### config.mk
export PLATFORM = sky130hd
export DESIGN_NAME = sm_addsub
export DESIGN_NICKNAME = d
export VERILOG_FILES = /design/src/rtl/sm_addsub_pkg.sv /design/src/rtl/sm_mag_cmp.sv /design/src/rtl/sm_mag_arith.sv /design/src/rtl/sm_addsub.sv
export SDC_FILE = /design/constraint.sdc
export NUM_CORES = 1
export LEC_CHECK = 0
export BUFFER_PORTS_ARGS = -buffer_cell sky130_fd_sc_hd__buf_2
export CAP_MARGIN = 20
export CELL_PAD_IN_SITES_DETAIL_PLACEMENT = 1
export CELL_PAD_IN_SITES_GLOBAL_PLACEMENT = 1
export CORE_AREA = 10 10 75 77
export CTS_CLUSTER_SIZE = 40
export DETAILED_ROUTE_END_ITERATION = 16
export DIE_AREA = 0 0 85 87
export PLACE_DENSITY = 0.68
export SLEW_MARGIN = 20
export SYNTH_ARGS = -nofsm -noshare
export SYNTH_HDL_FRONTEND = slang
export SYNTH_SLANG_ARGS = --single-unit
export TNS_END_PERCENT = 5
### constraint.sdc
create_clock -name clk -period 1.9 [get_ports clk]
set_input_delay 0.285 -clock clk [delete_from_list [all_inputs] [get_ports clk]]
set_output_delay 0.285 -clock clk [all_outputs]
set_load 0.05 [all_outputs]
### src/rtl/sm_addsub_pkg.sv
package sm_addsub_pkg;
    typedef enum logic {
        OP_ADD = 1'b0,
        OP_SUB = 1'b1
    } sm_op_e;
endpackage

### src/rtl/sm_mag_cmp.sv
module sm_mag_cmp #(
    parameter int MW = 7
) (
    input  logic [MW-1:0] x_mag,
    input  logic [MW-1:0] y_mag,
    output logic          x_ge_y
);
    always_comb x_ge_y = (x_mag >= y_mag);
endmodule

### src/rtl/sm_mag_arith.sv
module sm_mag_arith #(
    parameter int MW = 7
) (
    input  logic [MW-1:0] big_mag,
    input  logic [MW-1:0] small_mag,
    input  logic          do_sub,
    output logic [MW-1:0] mag_out,
    output logic          carry_out
);
    logic [MW:0] full;
    always_comb begin
        if (do_sub) full = {1'b0, big_mag} - {1'b0, small_mag};
        else        full = {1'b0, big_mag} + {1'b0, small_mag};
        mag_out   = full[MW-1:0];
        carry_out = do_sub ? 1'b0 : full[MW];
    end
endmodule

### src/rtl/sm_addsub.sv
module sm_addsub
    import sm_addsub_pkg::*;
#(
    parameter int W = 8
) (
    input  logic         clk,
    input  logic         rst_n,
    input  logic         in_vld_i,
    input  logic         sub_i,
    input  logic [W-1:0] a_i,
    input  logic [W-1:0] b_i,
    output logic         out_vld_o,
    output logic [W-1:0] res_o,
    output logic         ovf_o
);
    localparam int MW = W - 1;

    sm_op_e        op;
    logic          a_sgn, b_sgn_eff, like_sgn, a_ge_b, carry;
    logic [MW-1:0] a_mag, b_mag, big_mag, small_mag, sum_mag;
    logic          raw_sgn, nxt_sgn, nxt_ovf;

    always_comb begin
        op        = sm_op_e'(sub_i);
        a_sgn     = a_i[W-1];
        a_mag     = a_i[MW-1:0];
        b_mag     = b_i[MW-1:0];
        b_sgn_eff = b_i[W-1] ^ (op == OP_SUB);
        like_sgn  = (a_sgn == b_sgn_eff);
    end

    sm_mag_cmp #(.MW(MW)) u_cmp (
        .x_mag  (a_mag),
        .y_mag  (b_mag),
        .x_ge_y (a_ge_b)
    );

    always_comb begin
        big_mag   = a_ge_b ? a_mag : b_mag;
        small_mag = a_ge_b ? b_mag : a_mag;
    end

    sm_mag_arith #(.MW(MW)) u_arith (
        .big_mag   (big_mag),
        .small_mag (small_mag),
        .do_sub    (!like_sgn),
        .mag_out   (sum_mag),
        .carry_out (carry)
    );

    always_comb begin
        if (like_sgn) raw_sgn = a_sgn;
        else          raw_sgn = a_ge_b ? a_sgn : b_sgn_eff;
        nxt_sgn = raw_sgn & (|sum_mag);
        nxt_ovf = like_sgn & carry;
    end

    always_ff @(posedge clk or negedge rst_n) begin
        if (!rst_n) begin
            out_vld_o <= 1'b0;
            res_o     <= '0;
            ovf_o     <= 1'b0;
        end else begin
            out_vld_o <= in_vld_i;
            if (in_vld_i) begin
                res_o <= {nxt_sgn, sum_mag};
                ovf_o <= nxt_ovf;
            end
        end
    end


    no_negzero_chk: assert property (@(posedge clk) disable iff (!rst_n)
        out_vld_o |-> !(res_o[W-1] && (res_o[MW-1:0] == '0)));


    ovf_like_chk: assert property (@(posedge clk) disable iff (!rst_n)
        in_vld_i && (a_i[W-1] != (b_i[W-1] ^ sub_i)) |=> !ovf_o);


    unlike_bound_chk: assert property (@(posedge clk) disable iff (!rst_n)
        in_vld_i && (a_i[W-1] != (b_i[W-1] ^ sub_i)) |=>
            (res_o[MW-1:0] <= $past(a_i[MW-1:0])) || (res_o[MW-1:0] <= $past(b_i[MW-1:0])));


    vld_follow_chk: assert property (@(posedge clk) disable iff (!rst_n)
        in_vld_i |=> out_vld_o);


    idle_hold_chk: assert property (@(posedge clk) disable iff (!rst_n)
        !in_vld_i |=> !out_vld_o && $stable(res_o) && $stable(ovf_o));
endmodule

# Word level (Yosys, flattened, before mapping)
# Index checks and enable logic that the tools add are counted.
# word_totals
regBits	10
in_bits	20
output_inout_bits	10
word_cells	17
# op_classes
add_sub_neg	2
n_lt_le_gt_ge	1
eq_ne	1
mux	6
n_bitwise	3
reduce_logical	1
# ops
cell	n
7-bit 2-to-1 mux	2
7-bit by 7-bit adder with 8-bit output	1
8-bit 2-to-1 mux	1
7-bit by 7-bit subtractor with 8-bit output	1
7-bit >= comparator	1
7-bit OR reduction	1
1-bit 2-to-1 mux	3
1-bit AND	2
1-bit == test	1
1-bit bitwise XOR	1

# Depth between registers and ports, before layout
# Gate-level depths: netlist of run 1.
# logic_depth
word_depth	6
ltp_mapped	14
ltp_nobuf	13

# Hierarchy
# Synthesis of run 1 repeated with hierarchy kept, for this count alone.
# hier_totals
cells_unflattened	133
area_unflattened_um2	1202.4
# modules_own_cells
module	n_inst	cells_each	area_per_inst_um2	seq_area_each_um2
sm_addsub	1	47	590.6	250.2
sm_mag_arith	1	63	445.4	0.0
sm_mag_cmp	1	23	166.4	0.0

# Least setup slack after synthesis of run 1
# OpenSTA, ideal clock, no wires.
# synth_path
kind	input to register
start	input a_i[0]
end	register res_o[7]
setup_ns	0.095
arrival_ns	3.043
t_required_ns	1.805
slack_ns	-1.239
cell_stages	13
path_buffers	1
cell_sequence	inv_1 ha_1 nand2b_1 a211oi_1 o31ai_1 buf_4 mux2_2 fa_1 nand2b_1 a2111o_1 o211ai_1 nor4_1 o31ai_1
# synth_via
elab_chain_cells	6
word_cells_on_any_way	10
classes_between	add/sub: 2; order compare: 1; mux: 5; bitwise: 1; reduce/logical: 1
# synth_lines
item	line_no	source
start, declared	sm_addsub.sv:10	input logic [W-1:0] a_i,
7-bit >= comparator	sm_mag_cmp.sv:8	always_comb x_ge_y = (x_mag >= y_mag);
7-bit 2-to-1 mux, on equally long branches	sm_addsub.sv:39, sm_addsub.sv:40	
7-bit by 7-bit subtractor with 8-bit output / 7-bit by 7-bit adder with 8-bit output (equally long branches)	sm_mag_arith.sv:12, sm_mag_arith.sv:13	
8-bit 2-to-1 mux	sm_mag_arith.sv:12	if (do_sub) full = {1'b0, big_mag} - {1'b0, small_mag};
7-bit OR reduction	sm_addsub.sv:54	nxt_sgn = raw_sgn & (|sum_mag);
1-bit AND *	sm_addsub.sv:54	
end signal, assigned	sm_addsub.sv:66	res_o <= {nxt_sgn, sum_mag};
end, declared	sm_addsub.sv:13	output logic [W-1:0] res_o,
# Mark *: on every way between the ends. The rest lies on a longest branch, timed or not.
# A chain may end at the register's enable or synchronous reset.

# Worst setup path after layout of run 1
# layout_path
start	input a_i[0]
end	register res_o[5]
# layout_via
elab_chain_cells	4
word_cells_on_any_way	6
classes_between	add/sub: 2; order compare: 1; mux: 3
# layout_lines
item	line_no
7-bit >= comparator	sm_mag_cmp.sv:8
7-bit 2-to-1 mux, on equally long branches	sm_addsub.sv:39, sm_addsub.sv:40
7-bit by 7-bit subtractor with 8-bit output / 7-bit by 7-bit adder with 8-bit output (equally long branches)	sm_mag_arith.sv:12, sm_mag_arith.sv:13
8-bit 2-to-1 mux *	sm_mag_arith.sv:12
# Marked as above.

==> results of run 1 <==
==> Yosys cell counts (4+ instances only) <==
master | instances | share of area, %
o21ai_0 | 14 | 5.8
dfrtp_1 | 10 | 21
inv_1 | 13 | 4.0
a21oi_1 | 5 | 2.1
xor2_1 | 6 | 4.3
nor2_1 | 8 | 2.5
nand2_1 | 14 | 4.3
ha_1 | 14 | 14
nand3_1 | 4 | 1.6
o31ai_1 | 4 | 2.5
mux2_2 | 5 | 4.6
mux2i_1 | 7 | 5.8
xnor2_1 | 11 | 7.9
==> timing repair <==
| item | in CTS | in global routing |
|---|---|---|
| hold endpoints to repair | 10 | 0 |
| gates resized for setup | 19 | 22 |
| endpoints found under the setup margin | 8 | 8 |
| pin swaps | 6 | 16 |
| hold buffers | 1 | 0 |
| cloned | 0 | 0 |
| buffers inserted | 2 | 5 |
==> where the power goes <==
part           switching (mW)  total, mW  internal [mW]
Clock                  0.0727      0.211          0.138
Sequential             0.0339      0.321          0.287
Combinational           0.823       1.53          0.706
Total                   0.930       2.06           1.13
==> path summary, 6_finish.rpt <==
kind | cells past startpoint | startpoint | slack, ns | to
max | 15 | a_i[0] | -1.03 | res_o[5]$_DFFE_PN0P_
min | 1 | in_vld_i | 0.28 | out_vld_o$_DFF_PN0_
max reg2reg | 1 | res_o[2]$_DFFE_PN0P_ | 1.16 | res_o[2]$_DFFE_PN0P_
min reg2reg | 2 | res_o[0]$_DFFE_PN0P_ | 0.50 | res_o[0]$_DFFE_PN0P_
max in group asynchronous | 2 | rst_n | 1.26 | res_o[1]$_DFFE_PN0P_
min in group asynchronous | 2 | rst_n | 0.45 | out_vld_o$_DFF_PN0_
==> flip-flops by register name, indices dropped and copies added (netlist names) <==
register   count
ovf_o          1
res_o          8
out_vld_o      1
==> through the flow <==
step	hold WS (ns)	power, mW
2_1_floorplan	-0.0106	1.18
3_3_place_gp	0.146	1.64
3_5_place_dp	0.153	1.68
4_1_cts	0.274	1.98
5_1_grt	0.283	2.23
6_report	0.276	2.06
==> final cells by class <==
class	instances	area (sq um)
multi-input combinational	120	1110
clock buffer	3	41.3
timing repair buffer	81	578
fill	491	2130
tap	52	65.1
sequential	10	250
inverter	13	61.3
==> routing by layer <==
| metal | global-route usage (%) | vias to the layer above | wire [microns] |
|---|---|---|---|
| met5 | 0 | - | 0 |
| met4 | 2.40 | 0 | 54 |
| met3 | 1.87 | 4 | 77 |
| met2 | 22.7 | 14 | 2390 |
| met1 | 10.7 | 667 | 1620 |
| li1 | - | 680 | - |
==> logic make-up (layout without fill, tap and decap cells) <==
group / Yosys count / count (layout) / share of synthesized area [%]
simple gates: 40 / 40 / 15.6
compound gates: 36 / 36 / 19.9
xor+xnor: 17 / 17 / 12.3
buf+inv: 16 / 97 / 5.25
fa+ha+maj: 15 / 15 / 16.1
mux: 12 / 12 / 10.4
flops: 10 / 10 / 20.6
==> impl_metrics.ini, run 1 <==
[detailed_routing]
drt_first_pass_iters = 4
dr.first_iter.drc_count = 46
avgViaCountPerCell = 4.89
routed_wl_microns = 4140
route.detailed.drc = 0
antenna_left = 0
num_vias = 1365
wl_per_cell_microns = 14.8

[min_path]
hold_class = in2reg

[worst_setup_path]
slowest_stage = ha_2
slowest_delay_ns = 0.34
worst-path-buf-inv = 5
path_max_fanout = 5
path_cells = buf_12 -> inv_12 -> ha_4 -> nand2b_4 -> a211oi_4 -> o31ai_4 -> buf_6 -> o21ai_0 -> ha_2 -> o21a_1 -> a211o_1 -> a221oi_2 -> buf_4 -> buf_4 -> mux2_2
crit_path_frequent_cell = buf_4
critical_path_required_ns = 2.07
crit_type = in2reg
cp-start-kind = input port
cp-end-kind = register
critical-path-top-delay-family = compound AO/OA/AOI/OAI gates
arrival_ns = 3.10

[global_routing]
gr-total-overflow = 0
grtUsageTotal_pct = 10.9
grt_pass1_vias = 1519
antenna_found_initial = 0
grt_start_max_net_pins = 11
grt_pass1_wl_microns = 6840

[power]
p_per_area_nw_per_um2 = 978
leakagePower_nw = 0.998
vdd_drop_max_mv = 0.496

[clocking]
clockBufferDepth = 2
cts_max_level = 1
cts_tree = built
cts_sinks = 10
cts_buffers = 3
clkLatencyLatePin_ns = 0.23
clk_pin_slew_ns = 0.05
cts_root_buf = clkbuf_8

[logic_synthesis]
ys_ff_latch = 10
synth_cell_types = 35
mappedNetlistArea_sq_um = 1210
synth_ff_type = dfrtp_1
yosysWarnings = 0
async_flop_share_pct = 100
ys_seq_area_share_pct = 20.6
syn_area_per_cell_sq_um = 8.32
syn-num-nets = 181
netlist_instances = 146
synth_edf_count = 0

[die]
die_area_sq_um = 7400
ios = 30
initial_core_util_pct = 28.7
rows = 24
core_sq_um = 4230
die_x_microns = 85
die_h_microns = 87

[finish]
drive_gt1_share_pct = 52.4
final_cell_count_no_fill = 279
fin_util_pct = 49.8
fin_area_sq_um = 2110
antenna_cells = 0
finalNetCount = 264
final_cell_mix = buf_4, buf_2, nand2_1, inv_1, dfrtp_1
final_common_cell = buf_4
area_growth_syn_to_layout_pct = 73.4

[sta]
tightest_slew_ns = 0.354
rsz0062_at_grt = yes
setup_ws_ns = -1.03
relSlewSlack_pct = 76.3
setup_tns_ns = -5.81
setup_violations = 8
max_clock_freq_mhz = 341
hold_viol = 0
timing.final.crit_share_pct = 154
layout_min_cycle_time_ns = 2.93
finalClockSkew_ns = 0
finalMaxSlewViolations = 0

[placement]
dp_hpwl_microns = 3350
dpl_cell_area_sq_um = 1810
gp_congestion = 0.834
pre_cts_ws_ns = -1.33
io_buffers = 29
dp.cells = 268

[status]
status = complete, but fails checks
violations = negative setup slack

[job]
maxCapViolCount = 0
No activity file was read; power rests on OpenSTA's default activity.
==> inputs of run 2 (changes only) <==
Settings changed: CAP_MARGIN 20 to unset, PLACE_DENSITY 0.68 to unset, PLACE_DENSITY_LB_ADDON set to 0.1.
==> impl_metrics.ini, run 2 (synthesis gave the netlist of run 1 again) <==
[min_path]
hold_class = in2reg
hp-start = in_vld_i

[placement]
dp.cells = 271
io_buffers = 29
dpl_cell_area_sq_um = 1830
gp_congestion = 0.830
pre_cts_ws_ns = -1.31
dp_hpwl_microns = 3440

[finish]
largest_reg_flops = 8
fin_area_sq_um = 2010
final_common_cell = buf_4
fin_util_pct = 47.4
largest_register = res_o
largestRegisters = res_o: 8 flops, out_vld_o: 1 flops, ovf_o: 1 flops
final_cell_mix = buf_4, buf_2, nand2_1, inv_1, o21ai_0
finalNetCount = 262
area_growth_syn_to_layout_pct = 65.2
final_cell_count_no_fill = 278
antenna_cells = 0
drive_gt1_share_pct = 46.5

[power]
leakagePower_nw = 0.987
p_per_area_nw_per_um2 = 1010
total_power_mw = 2.02
vdd_drop_max_mv = 0.349

[detailed_routing]
wl_per_cell_microns = 13.9
avgViaCountPerCell = 4.85
antenna_left = 0
dr.first_iter.drc_count = 39
route.detailed.drc = 0
drt_first_pass_iters = 4
routed_wl_microns = 3880
num_vias = 1347

[worst_setup_path]
crit_path_start = a_i[0]
timing.rr.start = res_o[6]$_DFFE_PN0P_
cp-end-kind = register
path_max_fanout = 5
cp-start-kind = input port
critical_path_required_ns = 2.07
crit_type = in2reg
arrival_ns = 3.01

[die]
core_sq_um = 4230
rows = 24
die_area_sq_um = 7400
die_x_microns = 85
die_h_microns = 87
initial_core_util_pct = 28.7
ios = 30

[clocking]
clk_pin_slew_ns = 0.05
cts_max_level = 1
clkLatencyLatePin_ns = 0.23
cts_tree = built
cts_root_buf = clkbuf_8
cts_sinks = 10
clockBufferDepth = 2
cts_buffers = 3

[sta]
hold_viol = 0
relSlewSlack_pct = 78.8
rsz0062_at_grt = yes
layout_min_cycle_time_ns = 2.84
setup_ws_ns = -0.944
finalMaxSlewViolations = 0
setup_violations = 8
timing.final.crit_share_pct = 150
max_clock_freq_mhz = 352
finalClockSkew_ns = 0
tightest_slew_ns = 0.315

[global_routing]
grt_start_max_net_pins = 12
grt_pass1_wl_microns = 6640
gr-total-overflow = 0
grt_pass1_vias = 1527
grtUsageTotal_pct = 10.4
antenna_found_initial = 0

[job]
maxCapViolCount = 0

[status]
status = complete, but fails checks
violations = negative setup slack
-- run 2: routing by layer --
metal	track usage, %	share of wire (%)	vias to the layer above
met4	3.74	1.6	0
met3	1.87	3.1	6
met5	0	0	-
li1	-	-	679
met1	11.1	43	634
met2	19.8	53	28
-- run 2: final cells by class --
class,instances,area (sq um)
Clock buffer,4,55.1
Sequential cell,10,250
Multi-Input combinational cell,120,1020
Timing Repair Buffer,79,552
Fill cell,513,2230
Inverter,13,61.3
Tap cell,52,65.1
-- run 2: repair_timing --
action,in CTS,in global routing
setup buffers,0,1
hold endpoints to repair,10,0
endpoints found under the setup margin,8,8
pin swaps,9,3
hold buffers,1,0
resized for setup,13,8
cloned,1,0
-- run 2: metrics by stage --
step | hold WS (ns) | setup TNS (ns)
2_1_floorplan | -0.0106 | -5.92
3_3_place_gp | 0.148 | -7.75
3_5_place_dp | 0.156 | -8.40
4_1_cts | 0.259 | -5.70
5_1_grt | 0.268 | -6.43
6_report | 0.271 | -5.65
-- run 2: path summary, 6_finish.rpt --
check                                       end  slack [ns]  depth (start not counted)
hold / removal              out_vld_o$_DFF_PN0_        0.27                          1
setup reg to reg           res_o[6]$_DFFE_PN0P_        1.14                          1
hold reg to reg            res_o[0]$_DFFE_PN0P_        0.49                          2
setup / recovery           res_o[5]$_DFFE_PN0P_       -0.94                         15
max in group asynchronous  res_o[3]$_DFFE_PN0P_        1.26                          2
min in group asynchronous   out_vld_o$_DFF_PN0_        0.45                          2
-- run 2: worst max-delay path, stage by stage --
cell	delay [ns]
buf_12	0.09
inv_12	0.03
ha_4	0.25
nand2b_4	0.12
a211oi_4	0.07
o31ai_4	0.27
buf_4	0.19
mux2i_1	0.22
ha_1	0.29
o21a_1	0.19
a211o_1	0.33
a221oi_2	0.31
buf_4	0.15
buf_4	0.08
mux2_2	0.13
-- run 2: report_power, final --
| part | switching, mW | internal, mW | total, mW |
|---|---|---|---|
| Clock | 0.0773 | 0.182 | 0.259 |
| Sequential | 0.0366 | 0.287 | 0.324 |
| Combinational | 0.779 | 0.661 | 1.44 |
